===== config.mk =====
export PLATFORM = sky130hd
export DESIGN_NAME = inst_queue_fold
export DESIGN_NICKNAME = d
export VERILOG_FILES = /design/src/rtl/iq_pkg.sv /design/src/rtl/iq_branch_pick.sv /design/src/rtl/iq_compact.sv /design/src/rtl/inst_queue_fold.sv
export SDC_FILE = /design/constraint.sdc
export NUM_CORES = 1
export LEC_CHECK = 0
export ABC_AREA = 1
export BUFFER_PORTS_ARGS = -buffer_cell sky130_fd_sc_hd__buf_2
export CORE_MARGIN = 3
export CORE_UTILIZATION = 46
export CTS_BUF_LIST = sky130_fd_sc_hd__clkbuf_8 sky130_fd_sc_hd__clkbuf_16
export DETAILED_ROUTE_END_ITERATION = 12
export GPL_ROUTABILITY_DRIVEN = 0
export GPL_TIMING_DRIVEN = 0
export HOLD_SLACK_MARGIN = 0.05
export SETUP_SLACK_MARGIN = 0.3
export SYNTH_ARGS = -nofsm -noshare
export SYNTH_HDL_FRONTEND = slang
export SYNTH_HIERARCHICAL = 1
export SYNTH_SLANG_ARGS = --single-unit

===== constraint.sdc =====
create_clock -name clk -period 4.6 [get_ports clk]
set_input_delay 0.92 -clock clk [delete_from_list [all_inputs] [get_ports clk]]
set_output_delay 0.92 -clock clk [all_outputs]
set_load 0.02 [all_outputs]

===== src/rtl/iq_pkg.sv =====
package iq_pkg;
  // How entries leave the queue in a given cycle
  typedef enum logic [1:0] {
    POP_NONE   = 2'b00,
    POP_ISSUE  = 2'b01,
    POP_BRANCH = 2'b10,
    POP_BOTH   = 2'b11
  } pop_kind_e;

  localparam int IQ_DEPTH_DEFAULT = 4;
  localparam int IQ_WORD_DEFAULT  = 32;
endpackage


===== src/rtl/iq_branch_pick.sv =====
module iq_branch_pick #(
  parameter int DEPTH = 4,
  localparam int IW = (DEPTH > 1) ? $clog2(DEPTH) : 1
) (
  input  logic [DEPTH-1:0] cand,
  output logic             found,
  output logic [IW-1:0]    idx,
  output logic [DEPTH-1:0] onehot
);
  // Lowest index is the oldest entry; scan downward so it wins.
  always_comb begin
    found  = 1'b0;
    idx    = '0;
    onehot = '0;
    for (int i = DEPTH - 1; i >= 0; i--) begin
      if (cand[i]) begin
        found  = 1'b1;
        idx    = IW'(i);
        onehot = '0;
        onehot[i] = 1'b1;
      end
    end
  end
endmodule


===== src/rtl/iq_compact.sv =====
module iq_compact #(
  parameter int DEPTH  = 4,
  parameter int WORD_W = 32,
  localparam int CW = $clog2(DEPTH + 1),
  localparam int IW = (DEPTH > 1) ? $clog2(DEPTH) : 1
) (
  input  logic [DEPTH-1:0][WORD_W-1:0] cur_word,
  input  logic [DEPTH-1:0]             cur_br,
  input  logic [CW-1:0]                cur_cnt,
  input  logic [DEPTH-1:0]             remove,
  input  logic                         push,
  input  logic [WORD_W-1:0]            push_word,
  input  logic                         push_br,
  output logic [DEPTH-1:0][WORD_W-1:0] nxt_word,
  output logic [DEPTH-1:0]             nxt_br,
  output logic [CW-1:0]                nxt_cnt
);
  logic [CW-1:0] kept;

  // Survivors slide down in order, then the pushed word goes at the tail.
  always_comb begin
    kept     = '0;
    nxt_word = cur_word;
    nxt_br   = '0;
    for (int i = 0; i < DEPTH; i++) begin
      if ((CW'(i) < cur_cnt) && !remove[i]) begin
        nxt_word[kept[IW-1:0]] = cur_word[i];
        nxt_br[kept[IW-1:0]]   = cur_br[i];
        kept = kept + 1'b1;
      end
    end
    if (push && (kept < CW'(DEPTH))) begin
      nxt_word[kept[IW-1:0]] = push_word;
      nxt_br[kept[IW-1:0]]   = push_br;
      kept = kept + 1'b1;
    end
    nxt_cnt = kept;
  end
endmodule


===== src/rtl/inst_queue_fold.sv =====
module inst_queue_fold
  import iq_pkg::*;
#(
  parameter int DEPTH  = IQ_DEPTH_DEFAULT,
  parameter int WORD_W = IQ_WORD_DEFAULT
) (
  input  logic              clk,
  input  logic              rst,
  input  logic              flush,
  input  logic              in_valid,
  output logic              in_ready,
  input  logic [WORD_W-1:0] in_word,
  input  logic              in_is_br,
  output logic              iss_valid,
  input  logic              iss_ready,
  output logic [WORD_W-1:0] iss_word,
  output logic              br_valid,
  input  logic              br_ready,
  output logic [WORD_W-1:0] br_word
);
  localparam int CW = $clog2(DEPTH + 1);
  localparam int IW = (DEPTH > 1) ? $clog2(DEPTH) : 1;

  logic [DEPTH-1:0][WORD_W-1:0] q_word, nx_word;
  logic [DEPTH-1:0]             q_br, nx_br;
  logic [CW-1:0]                q_cnt, nx_cnt;

  logic [DEPTH-1:0] occupied, br_cand, br_onehot, remove;
  logic             br_found, iss_fire, br_fire, push;
  logic [IW-1:0]    br_idx;
  pop_kind_e        pop_kind;

  genvar g;
  generate
    for (g = 0; g < DEPTH; g++) begin : g_slot
      assign occupied[g] = CW'(g) < q_cnt;
      assign br_cand[g]  = occupied[g] & q_br[g];
    end
  endgenerate

  iq_branch_pick #(.DEPTH(DEPTH)) u_pick (
    .cand   (br_cand),
    .found  (br_found),
    .idx    (br_idx),
    .onehot (br_onehot)
  );

  assign in_ready  = q_cnt < CW'(DEPTH);
  assign iss_valid = !flush && occupied[0] && !q_br[0];
  assign iss_word  = q_word[0];
  assign br_valid  = !flush && br_found;
  assign br_word   = q_word[br_idx];

  assign iss_fire = iss_valid && iss_ready;
  assign br_fire  = br_valid && br_ready;
  assign push     = in_valid && in_ready && !flush;
  assign pop_kind = pop_kind_e'({br_fire, iss_fire});

  always_comb begin
    remove = '0;
    unique case (pop_kind)
      POP_ISSUE:  remove[0] = 1'b1;
      POP_BRANCH: remove    = br_onehot;
      POP_BOTH:   begin remove = br_onehot; remove[0] = 1'b1; end
      default:    remove = '0;
    endcase
  end

  iq_compact #(.DEPTH(DEPTH), .WORD_W(WORD_W)) u_compact (
    .cur_word  (q_word),
    .cur_br    (q_br),
    .cur_cnt   (q_cnt),
    .remove    (remove),
    .push      (push),
    .push_word (in_word),
    .push_br   (in_is_br),
    .nxt_word  (nx_word),
    .nxt_br    (nx_br),
    .nxt_cnt   (nx_cnt)
  );

  always_ff @(posedge clk) begin
    if (rst || flush) begin
      q_cnt <= '0;
      q_br  <= '0;
    end else begin
      q_cnt <= nx_cnt;
      q_br  <= nx_br;
    end
    q_word <= nx_word;
  end

  // occupancy never exceeds capacity
  p_no_overflow_r2: assert property (@(posedge clk) disable iff (rst)
    q_cnt <= CW'(DEPTH));

  // a flush leaves an empty queue behind it
  p_flush_empty_r7: assert property (@(posedge clk) disable iff (rst)
    flush |=> (q_cnt == '0) && !iss_valid && !br_valid);

  // an unaccepted head word stays in place
  p_hold_head_r9: assert property (@(posedge clk) disable iff (rst)
    (iss_valid && !iss_ready) |=> flush || (iss_valid && iss_word == $past(iss_word)));

  // head and branch never name the same slot for removal
  p_disjoint_pop_r6: assert property (@(posedge clk) disable iff (rst)
    iss_valid |-> !br_onehot[0]);

  // the branch picker selects at most one slot
  p_pick_single_r4: assert property (@(posedge clk) disable iff (rst)
    $onehot0(br_onehot));

  // each cycle count moves by pushes minus removals
  p_count_step_r5: assert property (@(posedge clk) disable iff (rst)
    !flush |=> q_cnt == $past(q_cnt) + CW'($past(push)) - CW'($countones($past(remove))));
endmodule


==> metrics, run 1 <==
initial antenna violation count 0; Max Transition Viols Final 0; Setup crit end kind register; CTS tree done; Final #Nets 2245; Die H 163 um; period utilization 88.6%; Post-Syn Area 0.0114 mm2; Max-Cap Viols 0; Clock transition at path regs 0.07 ns; Crit Path Class reg -> reg; Root Driver clkbuf_16; Final ANT Viol Nets 0; yosys warns 6; ys flop type dfxtp_1; via/cell ratio 5.57; IO buf count 105; combinational cell fraction of total power 32.9%; final hold vios 0; Syn-to-layout area delta 15.4%; H-tree levels 4; first-pass GRT wire length 76900 um; post-layout minimum cycle time 4.08 ns; DRC violation count after routing 0; CTS Buffer Depth 2; syn avg cell area 5.47 um2; DR WL/cell 20.6 um; Setup-failing EPs final 0; Post-synth EDFFs 0; largest net degree at the start of global routing 17; Multi-input gate area 0.00670 mm2; post-synthesis sequential area ratio 23.8%; CORE AREA 0.0239 mm2; vias in the first global route 12900; Synth Register Bits 135; Reg area 0.00271 mm2; clock network power share 30.8%; Worst Setup Start Kind register; switching pwr 0.00177 W; GR Overflow Total 0; Max IR drop VDD 250 uV; RSZ-0062 raised after global routing false; final hold slack 0.579 ns; Initial DRT Pass Iterations 9; relative slew slack 16.9%; Die Wd 163 um; Cells after Synth 2074; Reg power frac 36.3%; top post-synthesis cells by area nand2_1, dfxtp_1, nand3_1; area leader, netlist nand2_1; final wirelength 52200 um; worst-margin pin slew 1.25 ns; Cell Pwr Density 354 mW/mm2; syn_nets 2118; Filler Cells Inserted 2585; most frequent cell after synthesis nand2_1; Async SR Flop Fraction 0%; P_int 0.00286 W; Initial Util 47.5%; clk_lat worst skew 0.44 ns; Min-Delay Path Class reg -> reg; CP Data Arrival Time 4.46 ns; static leakage 7.33 nW; Die Area 0.0266 mm2; Crit Path Max Fanout 10; IO Count 106; HPWL after DPL 35300 um; share of post-route cells with drive strength above 1 14.9%; hold_buf cts 0; Total Routing Usage GR 38.7%; outcome finished, final reports clean; cell row count 56; fmax 0.245 GHz; Via Count 14116; Post-synth top cells nand2_1, inv_1, nand3_1; switching part of the total power 38.2%; CTS Buf Count 17; Max Clock Skew 0.0193 ns; utilization after layout 54.8%; CTS Sinks 135; share of the synthesized area in the top cell type 29.1%; CP required 4.98 ns; Synth cell types 31; detailed router's first-iteration violation count 1796
==> repair_timing <==
item	in CTS	in global routing
gates resized for setup	38	33
pin swaps	1	3
endpoints found under the setup margin	133	133
setup buffers	0	3
==> placed cells by master, fill, tap and decap left out, types with 32 or more instances in the layout <==
cell type  count
inv_1        255
nand2_1      881
clkbuf_1      34
o21a_1        32
dfxtp_1      132
buf_2        158
buf_4         53
nand3_1      206
nand4_1      132
nor2_1       172
==> layout make-up <==
class / count / area share, %
antenna: 2 / 0.0382
multi-input combinational: 1501 / 51.1
inverter: 263 / 7.55
buffer: 175 / 8.71
sequential: 135 / 20.7
clock inverter: 14 / 1.15
clock buffer: 18 / 3.35
timing repair buffer: 108 / 4.37
tap: 319 / 3.05
==> path summary, 6_finish.rpt <==
path	startpoint	endpoint	slack, ns	depth (start not counted)
max	q_br[0]$_SDFF_PP0_	q_word[35]$_DFF_P_	0.52	25
min	q_word[90]$_DFF_P_	q_word[90]$_DFF_P_	0.58	4
max reg2reg	q_br[0]$_SDFF_PP0_	q_word[35]$_DFF_P_	0.52	25
min reg2reg	q_word[90]$_DFF_P_	q_word[90]$_DFF_P_	0.58	4
==> flip-flops by register name (all words and copies together) (netlist names) <==
name,flops
iss_word,32
q_cnt,3
q_br,4
q_word,96
==> per-stage QoR <==
step           power (W)  setup TNS [ns]  setup WS, ns  cells  area [um2]
2_1_floorplan    0.00277               0         0.591   2074       11400
3_3_place_gp     0.00315          -52.74        -0.659   2498       12300
3_5_place_dp     0.00317          -52.34        -0.661   2498       12300
4_1_cts          0.00460               0         0.318   2530       13000
5_1_grt          0.00494               0         0.306   2533       13100
6_report         0.00463               0         0.523   2535       13100
==> power by group through the flow <==
| stage | Combinational (W) | Sequential, W | Clock [W] |
|---|---|---|---|
| final | 0.00153 | 0.00168 | 0.00143 |
| after global routing | 0.00174 | 0.00171 | 0.00149 |
| after CTS | 0.00149 | 0.00167 | 0.00144 |
| after detailed placement | 0.00147 | 0.00169 | 0 |
| after global placement | 0.00146 | 0.00170 | 0 |
| after floorplan | 0.00115 | 0.00161 | 0 |
==> layer usage <==
metal | wire length (um) | vias to the layer above | track usage [%]
met5 | 0 | - | 0
met2 | 21700 | 1019 | 57.8
li1 | - | 6625 | -
met4 | 2940 | 0 | 21.1
met3 | 7690 | 193 | 10.5
met1 | 19900 | 6279 | 50.5
==> cell families (layout without fill, tap and decap cells) <==
group / after synthesis / after routing / share of synthesized area [%]
compound gates: 43 / 43 / 2.67
fa+ha+maj: 5 / 5 / 0.551
buf+inv: 438 / 578 / 17.8
flops: 135 / 135 / 23.8
other cells: 0 / 2 / 0
simple gates: 1453 / 1453 / 55.2
==> critical path: stages, from the launching register on <==
cell and delay [ns]:
dfxtp_1 0.45, a21boi_2 0.24, inv_2 0.07, nand3_1 0.09, inv_1 0.05, nor2_2 0.11
nand3_1 0.08, nand2_1 0.07, buf_4 0.20, inv_2 0.08, nand2_1 0.12, ha_1 0.25
buf_6 0.16, inv_1 0.07, nand3_1 0.13, nand2_1 0.14, nand3_4 0.16, buf_8 0.21
o211ai_1 0.17, inv_1 0.13, ha_1 0.22, clkbuf_4 0.22, nand4_4 0.20, buf_8 0.19
nand2_1 0.07, nand2_1 0.11
(Power assumes the default switching activity.)
==> inputs of run 2 (changes only) <==
==> constraint.sdc (replaced) <==
create_clock -name clk -period 4.6 [get_ports clk]
set_input_delay 1.38 -clock clk [delete_from_list [all_inputs] [get_ports clk]]
set_output_delay 1.38 -clock clk [all_outputs]
set_load 0.02 [all_outputs]
==> run 2 against run 1 <==
Net effect:
- die area unchanged
- sequential power about the same
- cell count is 0.16% higher
- total power up 3.2%
- sequential cell count unchanged
- critical path depth fell by 3
- non-clock buffer count increased by 6
==> metrics, run 2 (synthesized netlist as in run 1, its figures left out) <==
outcome finished, final reports clean; Initial Util 47.5% (unchanged); Setup-failing EPs final 0 (unchanged); via/cell ratio 5.58 (+0.19%); CTS Sinks 135 (unchanged); final wirelength 52600 um (+0.65%); hold_buf cts 0 (unchanged); clk_lat worst skew 0.44 ns (about the same); CP required 4.91 ns (-0.07 ns); cell row count 56 (unchanged); Die Area 0.0266 mm2 (unchanged); Syn-to-layout area delta 16.4%; Cell Pwr Density 362 mW/mm2 (+2.3%); crit path setup slack, layout 0.372 ns (-0.151 ns); relative slew slack 31.7% (+15 points); DRC violation count after routing 0 (unchanged); worst-margin pin slew 1.02 ns (-0.223 ns); Max IR drop VDD 249 uV (-0.41%); hold depth 4 (unchanged); Setup crit end kind register; CTS Buf Count 17 (unchanged); Total Routing Usage GR 39.0% (+0.31 points); IO buf count 105 (unchanged); Max Transition Viols Final 0 (unchanged); post-layout minimum cycle time 4.23 ns (+0.151 ns); max FFs per register 96 (unchanged); IO Count 106 (unchanged); utilization after layout 55.3% (+0.49 points); reg2reg path depth 26 (+4.0%); DR WL/cell 20.7 um (+0.49%); final hold vios 0 (unchanged); Max-Cap Viols 0 (unchanged); CP Data Arrival Time 4.54 ns (+0.08 ns); first-pass GRT wire length 77100 um (+0.31%); DP Worst Slack -1.12 ns (-0.462 ns); Crit Path Max Fanout 10 (unchanged); Crit Path Class in -> reg; HPWL after DPL 35400 um (+0.32%); Ant. Diodes 0 (-2); Worst Setup Start Kind input port; static leakage 7.40 nW (+1.0%); Top reg by flops q_word; CORE AREA 0.0239 mm2 (unchanged); initial antenna violation count 1 (+1); Max Clock Skew 0.0117 ns (-0.00759 ns); H-tree levels 4 (unchanged); share of post-route cells with drive strength above 1 15.2% (+0.37 points); Die H 163 um (unchanged); setup TNS 0 ns (unchanged); Initial DRT Pass Iterations 6 (-3); Via Count 14165 (+0.35%); GR Overflow Total 0 (unchanged); Final ANT Viol Nets 0 (unchanged); r2r setup slk 0.51 ns (about the same); Clock transition at path regs 0.07 ns (about the same); Root Driver clkbuf_16; commonest non-fill, non-tap cell in the layout nand2_1; Min-Delay Path Class reg -> reg; CTS Buffer Depth 2 (unchanged); final hold slack 0.578 ns (-0.000475 ns); Die Wd 163 um (unchanged); period utilization 91.9% (+3.3 points); Final #Nets 2251 (+0.27%); largest net degree at the start of global routing 17 (unchanged); CTS tree done; vias in the first global route 12698 (-1.6%); commonest non-fill, non-tap cells in the layout nand2_1, inv_1, nand3_1; detailed router's first-iteration violation count 1803 (+0.39%); RSZ-0062 raised after global routing true; fmax 0.236 GHz (-3.6%)
[run 2: area by class of cell]
class / instances / area [um2]
well taps: 319 / 399
flip-flops and latches: 135 / 2700
fillers: 2533 / 10700
repair buffers: 114 / 636
inverters: 263 / 990
plain buffers: 175 / 1150
clock buffers: 17 / 425
multi-input cells: 1501 / 6690
clock inverters: 15 / 226
[run 2: path summary, 6_finish.rpt]
path,start,to
min,q_word[95]$_DFF_P_,q_word[95]$_DFF_P_
max,flush,q_word[35]$_DFF_P_
min reg2reg,q_word[95]$_DFF_P_,q_word[95]$_DFF_P_
max reg2reg,q_cnt[2]$_SDFF_PP0_,q_word[35]$_DFF_P_
[run 2: power by group]
group / total [W] / switching (W) / internal [W]
Sequential: 0.00168 / 0.000243 / 0.00144
Combinational: 0.00152 / 0.000912 / 0.000610
Clock: 0.00158 / 0.000614 / 0.000966
[run 2: metal layers]
metal / up-vias / wire length, um / share of wire, % / GRT usage, %
met5: - / 0 / 0 / 0
met3: 214 / 7480 / 14 / 10.6
met2: 1067 / 21400 / 41 / 57.8
li1: 6645 / - / - / -
met4: 0 / 3470 / 6.6 / 21.9
met1: 6239 / 20200 / 38 / 51.1
[run 2: stage by stage]
stage | cell area [um2] | power [W] | std cells
2_1_floorplan | 11400 | 0.00277 | 2074
3_3_place_gp | 12300 | 0.00315 | 2498
3_5_place_dp | 12300 | 0.00316 | 2498
4_1_cts | 13100 | 0.00475 | 2531
5_1_grt | 13200 | 0.00508 | 2539
6_report | 13200 | 0.00478 | 2539
[run 2: critical path, stage by stage]
cell      delay, ns
buf_2          0.12
nor2_2         0.14
nand3_1        0.08
nand2_1        0.09
buf_6          0.16
inv_1          0.11
nand2_2        0.10
ha_1           0.23
buf_4          0.20
inv_1          0.09
nand3_1        0.13
nand3_2        0.15
inv_4          0.09
nand2_4        0.13
o211ai_1       0.18
inv_1          0.14
ha_1           0.15
clkbuf_4       0.23
nand4_4        0.22
buf_8          0.25
nand2_1        0.07
nand2_1        0.09
[run 2: timing repair]
| item | in CTS | in global routing |
|---|---|---|
| pin swaps | 2 | 5 |
| setup buffers | 1 | 7 |
| gates cloned | 0 | 1 |
| setup endpoints to repair | 153 | 141 |
| gates resized for setup | 48 | 22 |
==> inputs of run 3 (changes only) <==
- PLACE_DENSITY: unset -> 0.65
- SYNTH_HIERARCHICAL: 1 -> unset
- clock period: 4.6 -> 4.3 ns (I/O delays scaled with it)
==> run 3 against run 2 <==
Net effect:
- sequential power about the same
- non-clock buffer count down 34
- combinational power down 17%
- design area down 17%
- global-route usage down 7.4 points
- die area down 20%
- critical path depth down 13
- total power down 4.2%
- via count down 23%
- hold slack better by 0.023 ns
- critical endpoint is now br_word[0]
==> metrics, run 3 <==
outcome finished, final reports clean; syn_nets 1600 (-24%); crit-path max cell delay 0.43 ns (+0.18 ns); Ant. Diodes 0 (unchanged); commonest non-fill, non-tap cells in the layout nand2_1, inv_1, o21ai_0; relative slew slack 48.0% (+16 points); Max Clock Skew 0.00992 ns (-0.00176 ns); Async SR Flop Fraction 0% (unchanged); Clock transition at path regs 0.07 ns (about the same); detailed router's first-iteration violation count 1364 (-24%); Cell Pwr Density 418 mW/mm2 (+16%); DRC violation count after routing 0 (unchanged); DR WL/cell 17.8 um (-14%); placed insts 1915 (-23%); yosys warns 0 (-6); CP Buf/Inv Count 4 (-5); Total Routing Usage GR 31.6% (-7.4 points); initial antenna violation count 0 (-1); Setup crit end kind primary output; vias in the first global route 9913 (-22%); commonest non-fill, non-tap cell in the layout nand2_1; final hold vios 0 (unchanged); most frequent cell after synthesis nand2_1; Synth Register Bits 135 (unchanged); CTS Sinks 135 (unchanged); Die H 146 um (-10%); Final ANT Viol Nets 0 (unchanged); first-pass GRT wire length 53800 um (-30%); ys flop type dfxtp_1; Final #Nets 1744 (-23%); Filler Cells Inserted 1984 (-22%); Die Area 0.0214 mm2 (-20%); Via Count 10905 (-23%); max FFs per register 96 (unchanged); CORE AREA 0.0190 mm2 (-20%); CTS tree done; H-tree levels 4 (unchanged); Reg power frac 36.4% (+1.3 points); combinational cell fraction of total power 27.5% (-4.3 points); GR Overflow Total 0 (unchanged); Max Transition Viols Final 0 (unchanged); cell repeated most along the worst path a21oi_1; switching pwr 0.00154 W (-13%); area leader, netlist dfxtp_1; Max-Cap Viols 0 (unchanged); Crit Path Class reg -> out; final hold slack 0.601 ns (+0.0228 ns); utilization after layout 57.6% (+2.3 points); Min-Delay Path Class reg -> reg; clk_lat worst skew 0.43 ns (about the same); post-layout minimum cycle time 3.94 ns; switching part of the total power 33.7% (-3.3 points); static leakage 5.61 nW (-24%); Initial DRT Pass Iterations 6 (unchanged); IO buf count 105 (unchanged); Die Wd 146 um (-10%); period utilization 91.7%; xor/xnor cell area share of the yosys netlist 0% (unchanged); post-synthesis sequential area ratio 29.9% (+6.1 points); combinational family with the most area after synthesis simple AND/OR/NAND/NOR gates; via/cell ratio 5.54 (-0.63%); worst-margin pin slew 0.779 ns (-0.244 ns); mux cell area share after synthesis 0% (unchanged); Syn-to-layout area delta 21.0%; share of post-route cells with drive strength above 1 18.1% (+2.9 points); Synth Area in Compound Gates 20.2% (+18 points); Top reg by flops q_word; cell row count 50 (-11%); top post-synthesis cells by area dfxtp_1, nand2_1, o21ai_0; CTS Buf Count 17 (unchanged); CP Data Arrival Time 2.65 ns (-1.89 ns); CP cell instances nor2_2 > a21oi_1 > inv_1 > nand2_2 > clkbuf_2 > clkbuf_4 > nand2_1 > a21oi_1 > buf_2; fmax 0.254 GHz; Finished Layout Cells 1967 (-23%); syn avg cell area 5.84 um2 (+6.7%); P_int 0.00304 W (+0.83%); Power Total 0.00458 W (-4.2%); largest net degree at the start of global routing 17 (unchanged); final wirelength 35100 um (-33%); Post-synth EDFFs 0 (unchanged); clock network power share 36.0% (+3.0 points); Root Driver clkbuf_16; share of the synthesized area in the top cell type 29.9% (+0.73 points); Initial Util 47.6% (+0.080 points); post-synthesis simple-gate area fraction 33.7% (-21 points); RSZ-0062 raised after global routing true; CP delay by family, top buffers and inverters; Setup-failing EPs final 0 (unchanged); IO Count 106 (unchanged); HPWL after DPL 22800 um (-36%); Synth cell types 26 (-16%); CP required 3.01 ns (-1.90 ns); Cells after Synth 1550 (-25%); Critical-path top delay cell dfxtp_2; Post-synth top cells nand2_1, inv_1, o21ai_0; Max IR drop VDD 283 uV (+14%); CTS Buffer Depth 2 (unchanged); Post-Syn Area 0.00905 mm2 (-20%); Crit Path Max Fanout 10 (unchanged); Adder-Cell Fraction of Synth Area 1.52% (+0.97 points); Worst Setup Start Kind register
## run 3: timing repair
| item | CTS | global route |
|---|---|---|
| endpoints found under the setup margin | 167 | 161 |
| endpoints found under the hold margin | 0 | 0 |
| resized for setup | 38 | 38 |
| buffers inserted | 5 | 14 |
| gates cloned | 1 | 0 |
| hold buffers | 0 | 0 |
| pin swaps | 3 | 6 |
## run 3: per-stage QoR
step | TNS, ns | cell area, um2 | worst slack [ns]
floorplan | 0 | 9120 | 0.305
global placement | -67.09 | 9970 | -0.606
detailed placement | -69.48 | 9970 | -0.635
finish | 0 | 11000 | 0.356
CTS | 0 | 10800 | 0.263
global route | 0 | 11000 | 0.297
## run 3: area by class of cell
| cell class | count | area, um2 | area share (%) |
|---|---|---|---|
| multi-input combinational | 1119 | 5090 | 46.5 |
| clock buffer | 17 | 425 | 3.88 |
| inverter | 166 | 632 | 5.77 |
| tap | 260 | 325 | 2.97 |
| buffer | 130 | 833 | 7.61 |
| clock inverter | 15 | 225 | 2.06 |
| timing repair buffer | 125 | 719 | 6.57 |
| sequential | 135 | 2700 | 24.7 |
## run 3: tightest hold or removal path, stage by stage (launching register included)
cell,delay (ns)
dfxtp_1,0.33
o21ai_0,0.08
nand2_1,0.05
o21ai_0,0.06
nand2_1,0.05
## run 3: kinds of logic (layout without fill, tap and decap cells)
family	Yosys count	in the layout
compound gates	364	364
fa+ha+maj	11	11
buf+inv	296	453
flops	135	135
simple gates	744	744
## run 3: power groups by stage
stage | combinational, W | sequential, W | clock, W
floorplan | 0.000916 | 0.00163 | 0
global placement | 0.00119 | 0.00168 | 0
detailed placement | 0.00120 | 0.00169 | 0
CTS | 0.00123 | 0.00166 | 0.00166
global route | 0.00142 | 0.00169 | 0.00172
finish | 0.00126 | 0.00167 | 0.00165
## run 3: per-layer routing
metal,vias to the layer above,global-route usage (%),part of all wire [%]
li1,5205,-,-
met1,4866,43.5,41
met4,0,14.9,3.6
met2,718,48.0,44
met3,116,5.99,12
met5,-,0,0
## run 3: path summary, 6_finish.rpt
path,from,end,slack [ns],cells after the start
hold reg to reg,q_word[90]$_DFF_P_,q_word[90]$_DFF_P_,0.60,4
hold / removal,q_word[90]$_DFF_P_,q_word[90]$_DFF_P_,0.60,4
setup reg to reg,q_cnt[2]$_SDFF_PP0_,iss_word[25]$_DFF_P_,0.57,23
setup / recovery,q_cnt[2]$_SDFF_PP0_,br_word[0],0.36,9
